==> src/rtl/casc_arb_pkg.sv <==
// Shared defaults for the cascaded search result arbiter.
// Assumes: all sizing is overridden at the top level when needed.
package casc_arb_pkg;
    localparam int DEF_ENGINES = 4;
    localparam int DEF_IDX_W   = 12;
    localparam int DEF_SADR_W  = 22;
    localparam int DEF_LAT     = 4;

    // Bits needed to number n engines, at least one.
    function automatic int eng_bits(input int n);
        return (n > 1) ? $clog2(n) : 1;
    endfunction
endpackage

==> src/rtl/prio_pick.sv <==
// Fixed-priority winner selection across engines.
// Does: finds the lowest-numbered engine with a hit and returns its one-hot
// flag, its number and its local index.
// Assumes: inputs are stable during the issue cycle; purely combinational.
module prio_pick #(
    parameter int NUM_ENG = 4,
    parameter int IDX_W   = 12,
    parameter int ENG_W   = 2
) (
    input  logic [NUM_ENG-1:0]       hit,
    input  logic [NUM_ENG*IDX_W-1:0] idx_flat,
    output logic                     any_hit,
    output logic [NUM_ENG-1:0]       win_oh,
    output logic [ENG_W-1:0]         win_num,
    output logic [IDX_W-1:0]         win_idx
);
    // Walk from the highest engine down so the lowest hitting one is kept last.
    always_comb begin
        any_hit = 1'b0;
        win_oh  = '0;
        win_num = '0;
        win_idx = '0;
        for (int k = NUM_ENG - 1; k >= 0; k--) begin
            if (hit[k]) begin
                any_hit = 1'b1;
                win_oh  = '0;
                win_oh[k] = 1'b1;
                win_num = ENG_W'(k);
                win_idx = idx_flat[k*IDX_W +: IDX_W];
            end
        end
    end
endmodule

==> src/rtl/res_pipe.sv <==
// Fixed-latency alignment pipeline for search results.
// Does: delays a valid bit and its payload by LAT register stages.
// Assumes: LAT >= 1; payload is zero whenever the valid bit is low.
module res_pipe #(
    parameter int W   = 8,
    parameter int LAT = 4
) (
    input  logic         clk,
    input  logic         rst_n,
    input  logic         in_v,
    input  logic [W-1:0] in_d,
    output logic         out_v,
    output logic [W-1:0] out_d
);
    logic         stg_v [LAT];
    logic [W-1:0] stg_d [LAT];

    for (genvar i = 0; i < LAT; i++) begin : g_stage
        if (i == 0) begin : g_first
            // Capture the freshly arbitrated result.
            always_ff @(posedge clk) begin
                if (!rst_n) begin
                    stg_v[0] <= 1'b0;
                    stg_d[0] <= '0;
                end else begin
                    stg_v[0] <= in_v;
                    stg_d[0] <= in_d;
                end
            end
        end else begin : g_next
            // Advance the result by one stage.
            always_ff @(posedge clk) begin
                if (!rst_n) begin
                    stg_v[i] <= 1'b0;
                    stg_d[i] <= '0;
                end else begin
                    stg_v[i] <= stg_v[i-1];
                    stg_d[i] <= stg_d[i-1];
                end
            end

            AST_STAGE_ADVANCE: assert property (@(posedge clk) disable iff (!rst_n)
                stg_v[i-1] |=> stg_v[i]);
        end
    end

    assign out_v = stg_v[LAT-1];
    assign out_d = stg_d[LAT-1];
endmodule

==> src/rtl/casc_search_arbiter.sv <==
// Cascaded search result arbiter (top).
// Does: picks the global winner among per-engine hits by combined address,
// forms the SRAM address, and releases flags and SRAM enables after a fixed
// pipeline latency.
// Assumes: every engine reports in the cycle search_go is high; engine k
// spans combined addresses k*2^IDX_W upward.
module casc_search_arbiter
    import casc_arb_pkg::*;
#(
    parameter int NUM_ENG = DEF_ENGINES,
    parameter int IDX_W   = DEF_IDX_W,
    parameter int SADR_W  = DEF_SADR_W,
    parameter int LAT     = DEF_LAT
) (
    input  logic                     clk,
    input  logic                     rst_n,
    input  logic                     search_go,
    input  logic [NUM_ENG-1:0]       eng_hit,
    input  logic [NUM_ENG*IDX_W-1:0] eng_idx,
    output logic [NUM_ENG-1:0]       win_flag,
    output logic                     res_valid,
    output logic [SADR_W-1:0]        sram_addr,
    output logic                     sram_ce_n,
    output logic                     sram_oe_n
);
    localparam int ENG_W = eng_bits(NUM_ENG);
    localparam int CAT_W = ENG_W + IDX_W;
    localparam int PAY_W = 1 + NUM_ENG + SADR_W;

    logic               any_hit;
    logic [NUM_ENG-1:0] pick_oh;
    logic [ENG_W-1:0]   pick_num;
    logic [IDX_W-1:0]   pick_idx;
    logic [SADR_W-1:0]  pick_addr;
    logic [PAY_W-1:0]   pay_in, pay_out;
    logic               pipe_v;
    logic               out_hit;

    prio_pick #(.NUM_ENG(NUM_ENG), .IDX_W(IDX_W), .ENG_W(ENG_W)) u_pick (
        .hit      (eng_hit),
        .idx_flat (eng_idx),
        .any_hit  (any_hit),
        .win_oh   (pick_oh),
        .win_num  (pick_num),
        .win_idx  (pick_idx)
    );

    // Combined-database address of the winner, zero-extended.
    assign pick_addr = SADR_W'({pick_num, pick_idx});

    // Only a real search with a hit loads a non-zero payload.
    always_comb begin
        pay_in = '0;
        if (search_go && any_hit)
            pay_in = {1'b1, pick_oh, pick_addr};
    end

    res_pipe #(.W(PAY_W), .LAT(LAT)) u_pipe (
        .clk   (clk),
        .rst_n (rst_n),
        .in_v  (search_go),
        .in_d  (pay_in),
        .out_v (pipe_v),
        .out_d (pay_out)
    );

    // Unpack the aligned result onto the host-facing outputs.
    always_comb begin
        out_hit   = pay_out[PAY_W-1];
        win_flag  = pay_out[SADR_W +: NUM_ENG];
        sram_addr = pay_out[SADR_W-1:0];
        res_valid = pipe_v;
        sram_ce_n = ~(pipe_v & out_hit);
        sram_oe_n = ~(pipe_v & out_hit);
    end

    AST_WIN_ONEHOT: assert property (@(posedge clk) disable iff (!rst_n)
        $onehot0(win_flag));
    AST_PICK_ON_HIT: assert property (@(posedge clk) disable iff (!rst_n)
        search_go |-> ((pick_oh & ~eng_hit) == '0));
    AST_FLAG_NEEDS_VALID: assert property (@(posedge clk) disable iff (!rst_n)
        (win_flag != '0) |-> res_valid);
    AST_ADDR_IDLE_ZERO: assert property (@(posedge clk) disable iff (!rst_n)
        (!res_valid || sram_ce_n) |-> (sram_addr == '0));
    AST_OE_TRACKS_CE: assert property (@(posedge clk) disable iff (!rst_n)
        sram_oe_n == sram_ce_n);
    AST_CE_ONLY_WITH_FLAG: assert property (@(posedge clk) disable iff (!rst_n)
        !sram_ce_n |-> (win_flag != '0));
    localparam int unused_cat = CAT_W;
endmodule

==> config.mk <==
export PLATFORM = sky130hd
export DESIGN_NAME = casc_search_arbiter
export DESIGN_NICKNAME = d
export VERILOG_FILES = /design/src/rtl/casc_arb_pkg.sv /design/src/rtl/prio_pick.sv /design/src/rtl/res_pipe.sv /design/src/rtl/casc_search_arbiter.sv
export SDC_FILE = /design/constraint.sdc
export NUM_CORES = 1
export LEC_CHECK = 0
export BUFFER_PORTS_ARGS = -buffer_cell sky130_fd_sc_hd__buf_2
export CORE_UTILIZATION = 58
export CTS_CLUSTER_SIZE = 12
export DETAILED_ROUTE_END_ITERATION = 10
export GPL_TIMING_DRIVEN = 0
export PLACE_DENSITY = 0.95
export SLEW_MARGIN = 15
export SYNTH_ARGS = -nofsm -noshare
export SYNTH_HDL_FRONTEND = slang
export SYNTH_HIERARCHICAL = 1
export SYNTH_SLANG_ARGS = --single-unit
==> constraint.sdc <==
create_clock -name clk -period 4.5 [get_ports clk]
set_input_delay 0.9 -clock clk [delete_from_list [all_inputs] [get_ports clk]]
set_output_delay 0.9 -clock clk [all_outputs]
set_load 0.01 [all_outputs]
==> flow_summary.yaml, run 1 <==
yosys:
  synth_area_leader_cell: "dfxtp_1"
  ys_types: 18
  async_reset_ff_share_pct: 0
  yosys_register_bits: 112
  synth_edf_count: 0
  synthTopCellsByCount: "and2_1 (114), dfxtp_1 (112), buf_4 (31)"
  synth_top_area_share_pct: 59.53
  synth_area_um2: 3766
  seq_area_frac_synth_pct: 59.53
  synth_most_common_cell: "and2_1"
  synth_flop_cell: "dfxtp_1"
  yosysWarningCount: 6
  ys_top_cells_by_area: "dfxtp_1 (60%), and2_1 (19%), buf_4 (6.2%)"
  syn_inst: 341
  syn_avg_cell_area_um2: 11.04
global_route:
  grt.total_usage_pct: 19.64
  gr-total-overflow: 0
  grt_max_degree: 18
  grt_pass1_wl_um: 9653
  grt_pass1_vias: 2236
  antenna_found_initial: 0
placement:
  hpwl_um: 4364
  dpl-instance-area_um2: 4297
  io_buffers: 82
  gp_congestion: 0.7508
clock_network:
  ctsResizeCount: 0
  clockBufferDepth: 2
  cts_root_buf: "clkbuf_8"
  path_clk_slew_ps: 90
  cts_buffers: 9
  cts_tree: "yes"
  postCtsSetupBuffers: 0
  htreeDepth: 3
  clkSinkCount: 112
  clk_latency_ps: 370
  postCtsHoldBufs: 0
worst_setup_path:
  setup.worst_path.start_class: "input pin"
  cp.arrival_ps: 2290
  cp_max_fo: 10
  worstPathBufferInverterCount: 3
  r2r_slack_ps: 3910
  path_cells: "buf_2 > nor2_1 > buf_2 > nand2_1 > buf_4 > and2_2 > and2_1"
  required_ps: 4760
  cpMaxStageDelayCell: "nor2_1"
  critPathCaptureType: "flop"
  slowest_delay_ps: 280
  crit_top_cell: "buf_2"
  path_class: "in2reg"
  crit_family: "simple AND/OR/NAND/NOR gates"
drt:
  drt_iter0_drc: 51
  vias: 2379
  wl_per_cell_um: 11.59
  drt_wl_total_um: 6028
  firstDrtPassIters: 4
  drc_errors: 0
  viasPerCell: 4.575
  ant_nets: 0
sta:
  tns_ps: 0
  fmax_mhz: 494.1
  setup_viol: 0
  slew_viol_final: 0
  finalCriticalPeriod_ps: 2024
  rsz0062_at_grt: "false"
  post-route-period-util_pct: 44.98
  final_hold_viol_count: 0
  skew_ps: 9.350
floorplan:
  row_count: 28
  initial_core_util_pct: 61.78
  io-pin-count: 84
  core_region_area_um2: 6096
  die_h_um: 82.58
  design.die.area_um2: 6819
  die_w_um: 82.58
flow_run:
  drv_cap: 0
power:
  ir_drop_uv: 391.0
  power_leakage_nw: 2.166
  powerDensity_nw_per_um2: 381.9
final_layout:
  layout-drive-gt1-share_pct: 35.28
  fin_area_um2: 4492
  diodes: 0
  syn2layout_area_growth_pct: 19.27
  nNetsFinal: 496
status:
  status: "finished clean"
hold_path:
  hold_class: "reg2reg"
==> kinds of logic (layout without fill, tap and decap cells) <==
kind of cell    count (synthesis)  in the layout  synth area share [%]
other cells                     1              8               0.09957
flops                         112            112                 59.53
simple gates                  142            142                 23.75
compound gates                 36             36                 5.980
buf+inv                        50            147                 10.63
==> power by group <==
group          total, W  switching [W]  internal, W
sequential      0.00102     0.00000620      0.00102
combinational  0.000121      0.0000537    0.0000675
clock          0.000570       0.000302     0.000268
total           0.00172       0.000362      0.00135
==> state kept, by name, summed over array words and instances (netlist names) <==
register      flops
u_pipe/stg_d    108
u_pipe/stg_v      4
==> final cells by class <==
type	count	area, um^2
Sequential cell	112	2242
Fill cell	417	1604
Multi-Input combinational cell	186	1150
Timing Repair Buffer	82	410.4
Buffer	48	392.9
Clock buffer	10	137.6
Tap cell	75	93.84
Clock inverter	5	57.56
Inverter	2	7.507
==> cell usage in the layout (no fill, tap or decap), drive strengths merged <==
master	count
a22oi	12
clkinvlp	3
and3	18
bufinv	1
nand2	2
clkinv	1
dfxtp	112
clkbuf	10
o22ai	12
nor2	4
conb	8
and2	115
a21oi	12
nor3	1
buf	130
nand2b	1
inv	2
nor2b	1
==> per-stage QoR <==
stage | hold WS [ps] | setup slack, ps | power, W | cells | util (%)
after floorplan | 405.7 | 2461 | 0.001122 | 348 | -
after global placement | 416.1 | 2159 | 0.001161 | 505 | 70.48
after detailed placement | 416.9 | 2117 | 0.001168 | 505 | 70.48
after CTS | 437.2 | 2494 | 0.001730 | 520 | 73.69
after global routing | 444.3 | 2355 | 0.001790 | 520 | 73.69
final | 435.6 | 2476 | 0.001715 | 520 | 73.69
==> layer usage <==
metal  global-route usage [%]  part of all wire (%)
met3                    5.385                   5.4
met4                    9.310                   1.7
met2                    37.44                    53
met5                        0                     0
met1                    19.48                    40
==> path summary, 6_finish.rpt <==
path	end	from	cells after the start
max	u_pipe/stg_d[0][26]	eng_hit[0]	7
min	u_pipe/stg_d[1][26]	u_pipe/stg_d[0][53]	1
max reg2reg	u_pipe/stg_d[0][39]	u_pipe/stg_d[0][12]	1
min reg2reg	u_pipe/stg_d[1][26]	u_pipe/stg_d[0][53]	1
Power figures use the tool's default switching activity.
==> run 2: changes to the inputs <==
--- a/config.mk
+++ b/config.mk
@@ -6,11 +6,11 @@
 export NUM_CORES = 1
 export LEC_CHECK = 0
 export BUFFER_PORTS_ARGS = -buffer_cell sky130_fd_sc_hd__buf_2
-export CORE_UTILIZATION = 58
+export CORE_UTILIZATION = 54
 export CTS_CLUSTER_SIZE = 12
 export DETAILED_ROUTE_END_ITERATION = 10
 export GPL_TIMING_DRIVEN = 0
-export PLACE_DENSITY = 0.95
+export PLACE_DENSITY = 0.91
 export SLEW_MARGIN = 15
 export SYNTH_ARGS = -nofsm -noshare
 export SYNTH_HDL_FRONTEND = slang
==> constraint.sdc (replaced) <==
create_clock -name clk -period 1.9 [get_ports clk]
set_input_delay 0.38 -clock clk [delete_from_list [all_inputs] [get_ports clk]]
set_output_delay 0.38 -clock clk [all_outputs]
set_load 0.01 [all_outputs]
==> run 2 against run 1 <==
Against the previous run: cell area grew 1.4%; global-route usage shrank 2.7 points; worst setup slack lost 2100 ps; sequential cell count is the same; clock power grew to 2.9 times the previous value; critical path depth is the same; sequential share of layout area shrank 0.71 points; core utilization shrank 6.2 points; clock skew shrank 3.1 ps; combinational power grew 140%; non-clock buffer count is the same.
==> flow_summary.yaml, run 2 (synthesized netlist as in run 1, its figures left out) <==
global_route:
  grt_pass1_vias: 2274
  antenna_found_initial: 0
  grt.total_usage_pct: 16.94
  grt_pass1_wl_um: 9715
  grt_max_degree: 18
  gr-total-overflow: 0
placement:
  dpl-instance-area_um2: 4303
  io_buffers: 82
  gp_congestion: 0.8126
  hpwl_um: 4292
drt:
  vias: 2350
  wl_per_cell_um: 11.05
  firstDrtPassIters: 4
  ant_nets: 0
  viasPerCell: 4.468
  drc_errors: 0
  drt_iter0_drc: 31
  drt_wl_total_um: 5813
power:
  powerDensity_nw_per_um2: 958.8
  power_leakage_nw: 2.203
  ir_drop_uv: 465.1
floorplan:
  initial_core_util_pct: 55.74
  die_w_um: 85.51
  design.die.area_um2: 7312
  core_region_area_um2: 6756
  row_count: 30
  io-pin-count: 84
  die_h_um: 85.51
hold_path:
  min_from: "rst_n"
  hold_class: "in2reg"
worst_setup_path:
  cp_max_fo: 10
  critPathCaptureType: "flop"
  cp-startpoint: "eng_hit[0]"
  required_ps: 2150
  setup.worst_path.start_class: "input pin"
  rr_startpoint: "u_pipe/stg_d[0][6]"
  path_class: "in2reg"
  cp.arrival_ps: 1790
final_layout:
  nNetsFinal: 496
  diodes: 0
  layout-drive-gt1-share_pct: 35.20
  largest_register_ffs: 108
  syn2layout_area_growth_pct: 21.00
  fin_area_um2: 4557
  top_regs: "u_pipe/stg_d: 108 flops, u_pipe/stg_v: 4 flops"
  final_cell_mix: "and2_1 (114), dfxtp_1 (112), buf_2 (87)"
  fillers: 476
  final_common_cell: "and2_1"
  largest-register: "u_pipe/stg_d"
sta:
  finalCriticalPeriod_ps: 1540
  rsz0062_at_grt: "false"
  final_hold_viol_count: 0
  slew_viol_final: 0
  setup_viol: 0
  skew_ps: 6.235
  fmax_mhz: 649.4
  post-route-period-util_pct: 81.04
  hold_ws_ps: 316.3
  tns_ps: 0
clock_network:
  cts_root_buf: "clkbuf_8"
  cts_tree: "yes"
  ctsResizeCount: 0
  htreeDepth: 3
  cts_buffers: 9
  postCtsHoldBufs: 0
  clk_latency_ps: 350
  clockBufferDepth: 2
  path_clk_slew_ps: 90
  postCtsSetupBuffers: 0
  clkSinkCount: 112
status:
  status: "finished clean"
flow_run:
  drv_cap: 0
run 2: changes by cell type in the layout (fill, tap and decap cells not counted):
cell and delta:
inv_6 +1, clkinvlp_4 -3, clkinv_2 -1, clkbuf_8 +1, bufinv_16 +2, clkbuf_1 +1
run 2: metal layers:
| layer | vias up | part of all wire, % | global-route usage [%] |
|---|---|---|---|
| met2 | 88 | 50 | 31.49 |
| met5 | - | 0 | 0 |
| li1 | 1251 | - | - |
| met3 | 13 | 4.7 | 2.887 |
| met1 | 998 | 43 | 18.88 |
| met4 | 0 | 2.2 | 7.727 |
run 2: final timing paths:
path,endpoint,slack [ps],cells past startpoint
setup reg to reg,u_pipe/stg_d[0][33],1330,1
hold / removal,u_pipe/stg_d[1][9],320,2
setup / recovery,u_pipe/stg_d[0][26],360,7
hold reg to reg,u_pipe/stg_d[1][15],440,1
run 2: layout make-up:
type / instances / area, um^2 / area share (%)
clock inverters: 4 / 98.84 / 2.169
inverters: 2 / 7.507 / 0.1647
multi-input cells: 186 / 1150 / 25.23
clock buffers: 12 / 155.1 / 3.405
flip-flops and latches: 112 / 2242 / 49.20
repair buffers: 82 / 410.4 / 9.006
well taps: 80 / 100.1 / 2.197
plain buffers: 48 / 392.9 / 8.622
run 2: report_power, final:
| group | leakage (nW) | switching (W) | internal, W |
|---|---|---|---|
| combinational | 1.16 | 0.000127 | 0.000160 |
| clock | 0.127 | 0.000704 | 0.000953 |
| sequential | 0.912 | 0.0000142 | 0.00241 |
run 2: worst max-delay path: stages:
cell	delay (ps)
buf_2	130
nor2_1	300
buf_2	280
nand2_1	190
buf_4	210
and2_2	160
and2_1	140
run 2: per-stage QoR:
stage	util [%]	total power (W)	worst slack (ps)	cells
detailed placement	63.69	0.002765	10.64	510
floorplan	-	0.002656	380.5	348
finish	67.44	0.004369	360.2	526
global placement	63.69	0.002750	56.26	510
global route	67.44	0.004531	281.3	526
CTS	67.44	0.004401	403.5	526
